[src/rtl/zcs_pkg.sv]
package zcs_pkg;

  typedef enum logic [2:0] {
    ST_EXTRACT = 3'd0,
    ST_SHORT   = 3'd1,
    ST_GAP_A   = 3'd2,
    ST_SHARE   = 3'd3,
    ST_GAP_B   = 3'd4
  } zcs_state_t;

endpackage

[src/rtl/zcs_sync.sv]
module zcs_sync #(
  parameter int WIDTH  = 1,
  parameter int STAGES = 2
) (
  input  logic             clk,
  input  logic             rst_n,
  input  logic [WIDTH-1:0] din,
  output logic [WIDTH-1:0] dout
);

  logic [WIDTH-1:0] stage_q [STAGES];

  always_ff @(posedge clk or negedge rst_n) begin
    if (!rst_n) begin
      for (int i = 0; i < STAGES; i++) stage_q[i] <= '0;
    end else begin
      for (int i = STAGES - 1; i > 0; i--) stage_q[i] <= stage_q[i-1];
      stage_q[0] <= din;
    end
  end

  assign dout = stage_q[STAGES-1];

endmodule

[src/rtl/zcs_phase_timer.sv]
module zcs_phase_timer #(
  parameter int COUNT = 4
) (
  input  logic clk,
  input  logic rst_n,
  input  logic run,
  output logic done
);

  localparam int CW = (COUNT > 1) ? $clog2(COUNT) : 1;
  localparam logic [CW-1:0] LAST = CW'(COUNT - 1);

  logic [CW-1:0] cnt_q, cnt_d;

  assign done = run && (cnt_q == LAST);

  always_comb begin
    if (!run || done) cnt_d = '0;
    else              cnt_d = cnt_q + 1'b1;
  end

  always_ff @(posedge clk or negedge rst_n) begin
    if (!rst_n) cnt_q <= '0;
    else        cnt_q <= cnt_d;
  end

endmodule

[src/rtl/zcs_out_decode.sv]
module zcs_out_decode
  import zcs_pkg::*;
(
  input  zcs_state_t state,
  input  logic       pol_sel,
  input  logic       sel_valid,
  output logic       diode_en,
  output logic       short_en,
  output logic       share_en,
  output logic       swap_pos,
  output logic       swap_neg
);

  always_comb begin
    diode_en = 1'b0;
    short_en = 1'b0;
    share_en = 1'b0;
    swap_pos = 1'b0;
    swap_neg = 1'b0;
    case (state)
      ST_EXTRACT: begin
        diode_en = 1'b1;
        swap_pos = sel_valid & pol_sel;
        swap_neg = sel_valid & ~pol_sel;
      end
      ST_SHORT: begin
        short_en = 1'b1;
        swap_pos = 1'b1;
        swap_neg = 1'b1;
      end
      ST_GAP_A: begin
        swap_pos = 1'b1;
        swap_neg = 1'b1;
      end
      ST_SHARE: begin
        share_en = 1'b1;
        swap_pos = pol_sel;
        swap_neg = ~pol_sel;
      end
      ST_GAP_B: begin
        swap_pos = pol_sel;
        swap_neg = ~pol_sel;
      end
      default: diode_en = 1'b1;
    endcase
  end

endmodule

[src/rtl/zc_switch_seq.sv]
module zc_switch_seq
  import zcs_pkg::*;
#(
  parameter int SHORT_CYCLES = 4,
  parameter int SHARE_CYCLES = 4,
  parameter int SYNC_STAGES  = 2
) (
  input  logic clk,
  input  logic rst_n,
  input  logic zc_in,
  input  logic pol_in,
  output logic diode_en,
  output logic short_en,
  output logic share_en,
  output logic swap_pos,
  output logic swap_neg
);

  localparam int NUM_ASYNC = 2;

  zcs_state_t state_q, state_d;
  logic [NUM_ASYNC-1:0] async_s;
  logic zc_s, pol_s, zc_prev_q, zc_rise;
  logic short_done, share_done;
  logic pol_q, pol_d, sel_q, sel_d, pol_load;

  zcs_sync #(.WIDTH(NUM_ASYNC), .STAGES(SYNC_STAGES)) u_sync (
    .clk  (clk),
    .rst_n(rst_n),
    .din  ({pol_in, zc_in}),
    .dout (async_s)
  );

  assign zc_s  = async_s[0];
  assign pol_s = async_s[1];

  always_ff @(posedge clk or negedge rst_n) begin
    if (!rst_n) zc_prev_q <= 1'b0;
    else        zc_prev_q <= zc_s;
  end

  assign zc_rise = zc_s & ~zc_prev_q;

  zcs_phase_timer #(.COUNT(SHORT_CYCLES)) u_short_timer (
    .clk  (clk),
    .rst_n(rst_n),
    .run  (state_q == ST_SHORT),
    .done (short_done)
  );

  zcs_phase_timer #(.COUNT(SHARE_CYCLES)) u_share_timer (
    .clk  (clk),
    .rst_n(rst_n),
    .run  (state_q == ST_SHARE),
    .done (share_done)
  );

  always_comb begin
    state_d = state_q;
    case (state_q)
      ST_EXTRACT: if (zc_rise)    state_d = ST_SHORT;
      ST_SHORT:   if (short_done) state_d = ST_GAP_A;
      ST_GAP_A:                   state_d = ST_SHARE;
      ST_SHARE:   if (share_done) state_d = ST_GAP_B;
      ST_GAP_B:                   state_d = ST_EXTRACT;
      default:                    state_d = ST_EXTRACT;
    endcase
  end

  assign pol_load = (state_q == ST_SHORT) && short_done;
  assign pol_d    = pol_load ? pol_s : pol_q;
  assign sel_d    = pol_load | sel_q;

  always_ff @(posedge clk or negedge rst_n) begin
    if (!rst_n) begin
      state_q <= ST_EXTRACT;
      pol_q   <= 1'b0;
      sel_q   <= 1'b0;
    end else begin
      state_q <= state_d;
      pol_q   <= pol_d;
      sel_q   <= sel_d;
    end
  end

  zcs_out_decode u_decode (
    .state    (state_q),
    .pol_sel  (pol_q),
    .sel_valid(sel_q),
    .diode_en (diode_en),
    .short_en (short_en),
    .share_en (share_en),
    .swap_pos (swap_pos),
    .swap_neg (swap_neg)
  );

endmodule

[config.mk]
export PLATFORM = sky130hd
export DESIGN_NAME = zc_switch_seq
export DESIGN_NICKNAME = d
export VERILOG_FILES = /design/src/rtl/zcs_pkg.sv /design/src/rtl/zcs_sync.sv /design/src/rtl/zcs_phase_timer.sv /design/src/rtl/zcs_out_decode.sv /design/src/rtl/zc_switch_seq.sv
export SDC_FILE = /design/constraint.sdc
export NUM_CORES = 1
export LEC_CHECK = 0
export BUFFER_PORTS_ARGS = -buffer_cell sky130_fd_sc_hd__buf_2
export CAP_MARGIN = 20
export CORE_AREA = 4 4 41 43
export DETAILED_ROUTE_END_ITERATION = 8
export DIE_AREA = 0 0 45 47
export GPL_TIMING_DRIVEN = 0
export PLACE_DENSITY = 0.61
export SYNTH_ARGS = -nofsm -noshare
export SYNTH_HDL_FRONTEND = slang
export SYNTH_SLANG_ARGS = --single-unit
[constraint.sdc]
create_clock -name clk -period 4 [get_ports clk]
set_clock_uncertainty 0.1 [all_clocks]
set_input_delay 0.4 -clock clk [delete_from_list [all_inputs] [get_ports clk]]
set_output_delay 0.4 -clock clk [all_outputs]
set_load 0.005 [all_outputs]
==> results.yml <==
placed_design:
  detailedPlacementHpwl_um: 615.1
  buffer_ports.inserted: 8
  final_weighted_congestion_in_routability_driven_placement: 0.6624
sta:
  final_period_utilization_pct: 48.59
  final-hold-violation-count: 0
  grt_setup_unrepaired: "no"
  slew_headroom_pct: 79.63
  timing_worst_slew_pin_value_ns: 0.3055
  timing.setup.tns_ns: 0
  fin_crit_ns: 1.943
  hold_slack_final_ns: 0.1383
  slew_viol_final: 0
  max_freq_ghz: 0.5146
  timing.final.setup_violations: 0
grt:
  grt_ovf: 0
  first_global_vias: 347
  maximum_number_of_pins_on_one_net_before_global_route_repair: 15
  global_route.usage.total_pct: 10.40
  grt_first_pass_wirelength_um: 1545
  initial_antenna_violation_count: 0
detailed_routing:
  detail_route.first_pass.iterations: 3
  route.vias.total: 364
  drt-initial-drc-count: 1
  antenna_violating_nets_left: 0
  route.detailed.vias_per_inst: 4.986
  route.final.wire_length_um: 860
  route.detailed.drc: 0
  routedWlPerCell_um: 11.78
setup_path:
  critical_path.endpoint_type: "output pin"
  crit_required_ns: 3.50
  worst_path_largest_cell_delay_ns: 0.46
  cp.arrival_ns: 1.44
  worstPathMaxFanout: 9
  worst_r2r_path_depth: 5
  critical_path.startpoint_type: "flip-flop"
  worstPathCellList: "nor2_1, nor2b_1, a311oi_1, buf_2"
  cpMaxStageDelayCell: "sky130_fd_sc_hd__dfrtp_1"
  crit_type: "reg -> out"
logic_synthesis:
  post-synth-top-area-fraction_pct: 60.87
  post_synth_main_area_contributors: "sky130_fd_sc_hd__dfrtp_1 61%, sky130_fd_sc_hd__ha_1 4.3%, sky130_fd_sc_hd__a21oi_1 2.6%"
  post_synthesis_instance_total: 46
  synthesis.area_um2: 575.6
  synthesis.area_per_instance_um2: 12.51
  netlist-cell-type-count: 23
  seq_area_frac_synth_pct: 60.87
  synthesis.yosys.warnings: 0
  postSynthRegisterBits: 14
  postSynthNetCount: 52
  synth_top_cell_by_area: "sky130_fd_sc_hd__dfrtp_1"
cts:
  cts.repair.resized: 0
  cts-root-to-sink-buffers: 2
  cts_made_buffers: 3
  clkSlewWorstSetupHoldPaths_ns: 0.08
  cts_tree: "built"
  cts.sink_count: 14
  clock_tree.htree_level_count: 1
  clkLatencyLatePin_ns: 0.26
  root_buffer: "sky130_fd_sc_hd__clkbuf_4"
cells_and_area:
  nFillCells: 125
  utilization_pct: 51.25
  mostFrequentLayoutCells: "14 x sky130_fd_sc_hd__dfrtp_1, 8 x sky130_fd_sc_hd__buf_2, 3 x sky130_fd_sc_hd__nand2_1, 3 x sky130_fd_sc_hd__a21oi_1, 3 x sky130_fd_sc_hd__clkbuf_4"
  synthToLayoutAreaGrowth_pct: 15.87
  insertedDiodeCount: 0
  num-nets-final: 66
  final_layout_size_suffix_gt1_share_pct: 27.59
  layout.cells.most_common: "sky130_fd_sc_hd__dfrtp_1"
flow_run:
  reported_max_cap_violation_count: 0
power:
  ir_worst_vdd_uv: 274.7
  p_leak_nw: 0.3406
  p_total_w: 0.0004573
  power.density_mw_per_mm2: 685.8
hold_path:
  hold_path_depth: 1
  min-delay-path-class: "in -> reg"
die:
  start_util_pct: 44.23
  die-width_um: 45
  fp.dieArea_mm2: 0.002115
  die_height_um: 47
  number_of_rows_created_at_floorplan: 13
  coreArea_mm2: 0.001301
  boundary_pins: 9
run_status:
  run_status: "finished clean"
==> worst paths after layout <==
check                                         endpoint  slack (ns)               from
worst min register to register          u_sync.dout[1]        0.25  u_sync.stage_q[3]
max in group asynchronous       u_short_timer.cnt_q[0]        3.12              rst_n
worst min-delay path                 u_sync.stage_q[3]        0.14             pol_in
worst max register to register                   pol_q        2.61         state_q[0]
worst max-delay path                          swap_neg        2.06         state_q[1]
min in group asynchronous                   state_q[2]        0.45              rst_n
==> cell usage after synthesis <==
| library cell | instances |
|---|---|
| sky130_fd_sc_hd__a211oi_1 | 1 |
| sky130_fd_sc_hd__a21oi_1 | 3 |
| sky130_fd_sc_hd__a311oi_1 | 1 |
| sky130_fd_sc_hd__and3_1 | 1 |
| sky130_fd_sc_hd__and3b_1 | 1 |
| sky130_fd_sc_hd__clkinv_2 | 1 |
| sky130_fd_sc_hd__dfrtp_1 | 14 |
| sky130_fd_sc_hd__ha_1 | 2 |
| sky130_fd_sc_hd__inv_1 | 1 |
| sky130_fd_sc_hd__mux2_4 | 1 |
| sky130_fd_sc_hd__nand2_1 | 3 |
| sky130_fd_sc_hd__nand2_2 | 1 |
| sky130_fd_sc_hd__nand2b_1 | 1 |
| sky130_fd_sc_hd__nand2b_4 | 1 |
| sky130_fd_sc_hd__nand3b_1 | 1 |
| sky130_fd_sc_hd__nor2_1 | 2 |
| sky130_fd_sc_hd__nor2b_1 | 2 |
| sky130_fd_sc_hd__nor2b_4 | 1 |
| sky130_fd_sc_hd__nor3_1 | 2 |
| sky130_fd_sc_hd__nor3b_1 | 2 |
| sky130_fd_sc_hd__o21a_1 | 1 |
| sky130_fd_sc_hd__o21ai_0 | 2 |
| sky130_fd_sc_hd__xor2_1 | 1 |
==> per-stage QoR <==
| step | std cells | setup slack (ns) | instance area, um^2 |
|---|---|---|---|
| floorplan | 46 | 2.527 | 575.6 |
| global placement | 69 | 2.354 | 634.4 |
| detailed placement | 69 | 2.331 | 634.4 |
| CTS | 73 | 2.030 | 666.9 |
| global route | 73 | 1.886 | 666.9 |
| finish | 73 | 2.057 | 666.9 |
==> report_power, final <==
group          internal (W)  switching [W]
registers          0.000180      0.0000379
clock network     0.0000347      0.0000394
logic             0.0000904      0.0000748
==> cell type report <==
type | instances | area, um^2 | area share [%]
sequential | 14 | 350.3 | 52.53
multi-input combinational | 30 | 216.5 | 32.46
timing repair buffer | 9 | 50.05 | 7.505
clock buffer | 3 | 22.52 | 3.377
tap | 15 | 18.77 | 2.814
inverter | 2 | 8.758 | 1.313
==> logic make-up (layout without fill, tap and decap cells) <==
| logic type | after synthesis | count (layout) | synth area share, % |
|---|---|---|---|
| multiplexers | 1 | 1 | 2.608 |
| AND/OR/NAND/NOR | 18 | 18 | 20.65 |
| AO/OA/AOI/OAI | 8 | 8 | 8.479 |
| XOR/XNOR | 1 | 1 | 1.522 |
| buffers and inverters | 2 | 14 | 1.520 |
| flip-flops | 14 | 14 | 60.87 |
| adder cells (fa/ha/maj) | 2 | 2 | 4.347 |
==> layer usage <==
metal	share of wire, %	wire, um	track usage (%)	vias to the layer above
li1	-	-	-	187
met1	48	415	13.77	168
met2	45	387	15.25	7
met3	5.2	45	2.299	2
met4	1.4	12	7.018	0
met5	0	0	0	-
==> timing repair <==
item	in CTS	in global routing
setup buffers	0	0
endpoints found under the hold margin	14	0
hold buffers	1	0
==> state kept, by name, indices dropped and copies added, names as in the netlist <==
register,flops
u_sync.dout,2
u_share_timer.cnt_q,2
u_short_timer.cnt_q,2
u_sync.stage_q,2
sel_q,1
pol_q,1
zc_prev_q,1
state_q,3
==> critical path, delay by kind of cell, from the launching register on <==
kind	cells	cell delay, ns
AND/OR/NAND/NOR	2	0.37
flip-flops	1	0.46
buffers and inverters	1	0.15
AO/OA/AOI/OAI	1	0.19
Power figures use the tool's default switching activity.
